## config.mk

```make
export PLATFORM = sky130hd
export DESIGN_NAME = dsc_group_state
export DESIGN_NICKNAME = d
export VERILOG_FILES = /design/src/rtl/dsc_pkg.sv /design/src/rtl/dsc_group_state.sv
export SDC_FILE = /design/constraint.sdc
export NUM_CORES = 1
export LEC_CHECK = 0
export BUFFER_PORTS_ARGS = -buffer_cell sky130_fd_sc_hd__buf_4
export CORE_AREA = 2 2 39 41
export DETAILED_ROUTE_END_ITERATION = 7
export DIE_AREA = 0 0 41 43
export GPL_ROUTABILITY_DRIVEN = 0
export PLACE_DENSITY = 0.72
export SLEW_MARGIN = 20
export SYNTH_ARGS = -nofsm -noshare
export SYNTH_HDL_FRONTEND = slang
export SYNTH_SLANG_ARGS = --single-unit
```

## constraint.sdc

```tcl
create_clock -name clk -period 2.5 [get_ports clk]
set_input_delay 0 -clock clk [delete_from_list [all_inputs] [get_ports clk]]
set_output_delay 0 -clock clk [all_outputs]
set_load 0.03 [all_outputs]
```

## src/rtl/dsc_pkg.sv

```systemverilog
package dsc_pkg;

  typedef enum logic [2:0] {
    UC_PSEUDO = 3'd0,
    UC_FIXED  = 3'd1,
    UC_LDST   = 3'd2,
    UC_FLOAT  = 3'd3,
    UC_VALU   = 3'd4,
    UC_VPERM  = 3'd5,
    UC_CREG   = 3'd6,
    UC_BRANCH = 3'd7
  } unit_e;

  typedef enum logic [1:0] {
    VD_NONE  = 2'd0,
    VD_STALL = 2'd1,
    VD_NOOP  = 2'd2
  } verdict_e;

  typedef struct packed {
    unit_e unit;
    logic  first_only;
    logic  whole_group;
    logic  cracked;
    logic  writes_ctr;
    logic  branch_via_ctr;
    logic  is_load;
    logic  is_store;
  } cand_t;

  function automatic logic is_plain_unit(unit_e u);
    return (u == UC_FIXED) || (u == UC_LDST) || (u == UC_FLOAT) ||
           (u == UC_VALU) || (u == UC_VPERM);
  endfunction

endpackage

```

## src/rtl/dsc_group_state.sv

```systemverilog
module dsc_group_state
  import dsc_pkg::*;
#(
  parameter int GROUP_SLOTS = 5,
  parameter int MAX_STORES  = 8,
  parameter int CNT_W       = 3,
  parameter int ST_W        = 4
) (
  input  logic             clk,
  input  logic             rst_n,
  input  logic             cand_valid,
  input  cand_t            cand,
  input  logic             commit,
  input  logic             idle_tick,
  output logic [CNT_W-1:0] slots_q,
  output logic             ctr_set_q,
  output logic             stores_nz
);

  localparam logic [CNT_W:0]  FULL_W = (CNT_W+1)'(GROUP_SLOTS);
  localparam logic [ST_W-1:0] ST_MAX = ST_W'(MAX_STORES);

  logic [ST_W-1:0]  stores_q, stores_d;
  logic [CNT_W-1:0] slots_d;
  logic             ctr_set_d;
  logic [CNT_W:0]   sum;
  logic             take_commit;
  logic             closes;
  logic             state_en;

  always_comb begin
    take_commit = commit && cand_valid && (cand.unit != UC_PSEUDO);
    closes      = (cand.unit == UC_BRANCH) || cand.whole_group;
    state_en    = take_commit || idle_tick;
  end

  always_comb begin
    slots_d   = slots_q;
    ctr_set_d = ctr_set_q;
    stores_d  = stores_q;
    sum       = '0;
    if (take_commit) begin
      if (cand.writes_ctr) ctr_set_d = 1'b1;
      if (cand.is_store && (stores_q != ST_MAX)) stores_d = stores_q + ST_W'(1);
      if (closes) sum = FULL_W;
      else        sum = {1'b0, slots_q} + (CNT_W+1)'(1) + {{CNT_W{1'b0}}, cand.cracked};
    end else if (idle_tick) begin
      sum = {1'b0, slots_q} + (CNT_W+1)'(1);
    end
    if (state_en) begin
      if (sum >= FULL_W) begin
        slots_d   = '0;
        ctr_set_d = 1'b0;
        stores_d  = '0;
      end else begin
        slots_d = sum[CNT_W-1:0];
      end
    end
  end

  always_ff @(posedge clk or negedge rst_n) begin
    if (!rst_n) begin
      slots_q   <= '0;
      ctr_set_q <= 1'b0;
      stores_q  <= '0;
    end else if (state_en) begin
      slots_q   <= slots_d;
      ctr_set_q <= ctr_set_d;
      stores_q  <= stores_d;
    end
  end

  assign stores_nz = (stores_q != '0);

endmodule

```

==> PnR_summary.wiki <==
{| class="wikitable"
! Metric !! Value
|-
| Critical path arrival || roughly 2.3 ns
|-
| Proportion of power drawn by the clock network || 0.117
|-
| Leakage power || 0.380 nW
|-
| Final cell utilization of the core || 0.562
|-
| Pin count of the biggest net entering global routing || 9
|-
| Die Span Y || 43 µm
|-
| Outcome || complete, no violations
|-
| Placed wire-length estimate after detailed placement || between 900 and 1000 µm
|-
| Synthesized instance count || 63
|-
| Worst min path class || in -> async
|-
| Clock latency reported for the late side of the worst-skew pair || 0.25 ns
|-
| Number of global-route vias before repair || 490
|-
| Final Hold Vio Count || 0
|-
| Post-synthesis sequential element count || 8
|-
| Fraction of layout instances using a drive strength above 1 || 0.301
|-
| Overflow after GRT || 0
|-
| CP Class || reg -> reg
|-
| 1st-pass router iterations || 2
|-
| Number of warnings reported in the yosys synthesis log || 0
|-
| Post-synthesis cell type count || 29
|-
| Setup repair after global routing missed its margin || no
|-
| Slew at the pin with the worst max-slew slack || 0.550 ns
|-
| Rel. slew slack || 0.628
|-
| First DRT Iteration DRCs || 9
|-
| Wire length of the first global-routing pass || 1910 µm
|-
| Reported net switching power || 0.000371 W
|-
| Mapped cell area || around 600 µm²
|-
| Clock tree from TritonCTS || built
|-
| Maximum achievable frequency || 471 MHz
|-
| Setup Slack @ Placement || 0.401 ns
|-
| Setup violations, final || 0
|-
| Num rows || 14
|-
| Total number of H-tree levels || 1
|-
| M1 wire length || between 500 and 600 µm
|-
| Number of vias in the routed layout || 532
|-
| Kind of start point of the critical path || flip-flop
|-
| Final total negative setup slack || 0 ns
|-
| Root buffer selected by CTS || sky130_fd_sc_hd__clkbuf_4
|-
| Net count reported at finish || 105
|-
| Peak ir drop on the vdd network || roughly 0.47 mV
|-
| Largest delay contributor family on the critical path || compound AO/OA/AOI/OAI gates
|-
| Max-slew violation count || 0
|-
| Net count of the mapped netlist || 83
|-
| Cell-by-cell listing of the critical path || ha_1 > ha_1 > and2_1 > a221o_1 > o211ai_2 > nor2_1
|-
| Internal Pwr Total || around 0.00045 W
|-
| I/O pins || 20
|-
| Detailed-routed wire length on met2 || 522 µm
|-
| Sequential fraction of the synthesis area || 0.334
|-
| Ratio of routed vias to standard cells || 5.37
|-
| Worst path buffer plus inverter count || 0
|-
| Worst-path clk slew || 0.06 ns
|-
| Setup WS post-layout || 0.375 ns
|-
| Routed met3 length || ~63 µm
|-
| Growth of design area from synthesis to finish || 29.9%
|-
| Slowest library cell on the worst path || sky130_fd_sc_hd__dfrtp_1
|-
| Max Used Layer || met3
|-
| # clock sinks || 8
|-
| Port buffer count || 16
|-
| Antenna cell count || 0
|-
| Total Routed Length || 1160 µm
|-
| Mean post-synth cell area || between 9 and 10 µm²
|-
| Initial Util || 0.433
|-
| Data required time at the worst endpoint || 2.62 ns
|-
| Crit path capture type || flip-flop
|-
| Maxcap violations || 0
|-
| Delay of the slowest cell on the worst path || around 0.44 ns
|-
| Mean routed wirelength per cell || roughly 12 µm
|-
| Total global-route track usage || 0.156
|-
| Die outline width || 41 µm
|-
| Total power per unit cell area || 1060 nW/µm²
|-
| Stages on the worst setup path || 6
|-
| Maximum clock insertion buffer count || 2
|-
| Power share of the sequential group || 0.288
|-
| Worst Reg2Reg Path Length in Cells || 6
|-
| Initial antenna violation count || 0
|-
| Final critical delay including setup and external delays || approximately 2.1 ns
|-
| Die footprint || 1760 µm²
|-
| Logic pwr share || 0.596
|-
| Final setup skew || 0.00743 ns
|-
| Number of routed nets with antenna violations || 0
|-
| Total CTS buffers || 3
|-
| Crit Path Max Fanout || 7
|-
| Post-CTS repair timing setup buffer count || 0
|-
| Final critical-path share of the clock period || 0.850
|-
| Core Region || 1380 µm²
|-
| Worst path most repeated cell || sky130_fd_sc_hd__ha_1
|-
| Fraction of power spent switching nets || 0.451
|-
| Residual DRC count || 0
|}
==> metal layers <==
metal  GRT usage  vias up
met4      0.0800        0
met5           0        -
li1            -      275
met2       0.228       12
met1       0.221      245
met3      0.0157        0
==> flip-flops by register name, indices dropped and copies added (netlist names) <==
name / cells
ctr_set_q: 1
slots_q: 3
stores_q: 4
==> synth_stat cells <==
library cell	number	share of area
sky130_fd_sc_hd__nor2_1	9	0.056
sky130_fd_sc_hd__dfrtp_1	8	0.33
sky130_fd_sc_hd__ha_1	5	0.10
sky130_fd_sc_hd__inv_1	4	0.025
sky130_fd_sc_hd__a21oi_1	3	0.025
sky130_fd_sc_hd__a32o_1	3	0.050
sky130_fd_sc_hd__o21ai_0	3	0.025
sky130_fd_sc_hd__xor2_1	3	0.044
sky130_fd_sc_hd__and2_1	2	0.021
sky130_fd_sc_hd__nand2_1	2	0.013
sky130_fd_sc_hd__nand3_1	2	0.017
sky130_fd_sc_hd__xnor2_1	2	0.029
sky130_fd_sc_hd__a21boi_1	1	0.013
sky130_fd_sc_hd__a221o_1	1	0.017
sky130_fd_sc_hd__a22o_1	1	0.015
sky130_fd_sc_hd__a22o_2	1	0.017
sky130_fd_sc_hd__a311o_1	1	0.017
sky130_fd_sc_hd__a31oi_1	1	0.010
sky130_fd_sc_hd__and2_4	1	0.015
sky130_fd_sc_hd__and3_1	1	0.010
sky130_fd_sc_hd__and3_2	1	0.013
sky130_fd_sc_hd__clkbuf_1	1	0.0063
sky130_fd_sc_hd__mux2i_1	1	0.017
sky130_fd_sc_hd__nand3b_1	1	0.013
sky130_fd_sc_hd__nand4_1	1	0.010
sky130_fd_sc_hd__o211ai_2	1	0.021
sky130_fd_sc_hd__o311a_4	1	0.035
sky130_fd_sc_hd__o311ai_1	1	0.015
sky130_fd_sc_hd__or3b_2	1	0.015
==> what timing repair did <==
action                                  CTS  global route
endpoints found under the setup margin    0             0
endpoints found under the hold margin     9             0
gates resized for setup                   0             0
hold buffers                              2             0
==> cell families after synthesis <==
family / after synthesis / share of synthesized area
simple gates: 21 / 0.182
buf+inv: 5 / 0.0313
flops: 8 / 0.334
xor+xnor: 5 / 0.0731
fa+ha+maj: 5 / 0.104
mux: 1 / 0.0167
compound gates: 18 / 0.259
==> layout by cell type, fill, tap and decap left out, drive strengths merged, types with 2 or more instances in the layout <==
cell / n
a21oi: 3
clkbuf: 3
nor2: 9
xor2: 3
nand2: 2
nand3: 2
and2: 3
buf: 16
ha: 5
and3: 2
dlygate4sd3: 2
o21ai: 3
inv: 4
dfrtp: 8
a32o: 3
xnor2: 2
a22o: 2
==> worst paths after layout <==
kind,from,slack [ns],end
max,slots_q[0]$_DFFE_PN0P_,0.38,ctr_set_q$_DFFE_PN0P_
min,rst_n,0.1,stores_q[0]$_DFFE_PN0P_
min reg2reg,ctr_set_q$_DFFE_PN0P_,0.52,ctr_set_q$_DFFE_PN0P_
min in group clk,idle_tick,0.17,slots_q[0]$_DFFE_PN0P_
max in group asynchronous,rst_n,2.27,slots_q[0]$_DFFE_PN0P_
max reg2reg,slots_q[0]$_DFFE_PN0P_,0.38,ctr_set_q$_DFFE_PN0P_
==> per-stage QoR <==
stage	std cells	total power (W)	hold WS [ns]	area [µm²]
CTS	99	0.000832	0.0858	778
finish	99	0.000823	0.0978	778
detailed placement	94	0.000727	-0.178	736
global placement	94	0.000716	-0.180	736
floorplan	63	0.000580	-0.296	599
global route	99	0.000896	0.105	778
==> cell type report <==
| type | count | area, µm² |
|---|---|---|
| multi-input cells | 50 | 380 |
| repair buffers | 18 | 140 |
| well taps | 16 | 20.0 |
| flip-flops and latches | 8 | 200 |
| clock buffers | 3 | 22.5 |
| fillers | 132 | 606 |
| inverters | 4 | 15.0 |
==> power groups by stage <==
stage               clock (W)  sequential (W)  combinational, W
finish              0.0000961        0.000237          0.000490
global route         0.000105        0.000246          0.000545
global placement            0        0.000237          0.000479
floorplan                   0        0.000288          0.000292
detailed placement          0        0.000238          0.000489
CTS                  0.000101        0.000236          0.000494
No activity file was read; power rests on OpenSTA's default activity.
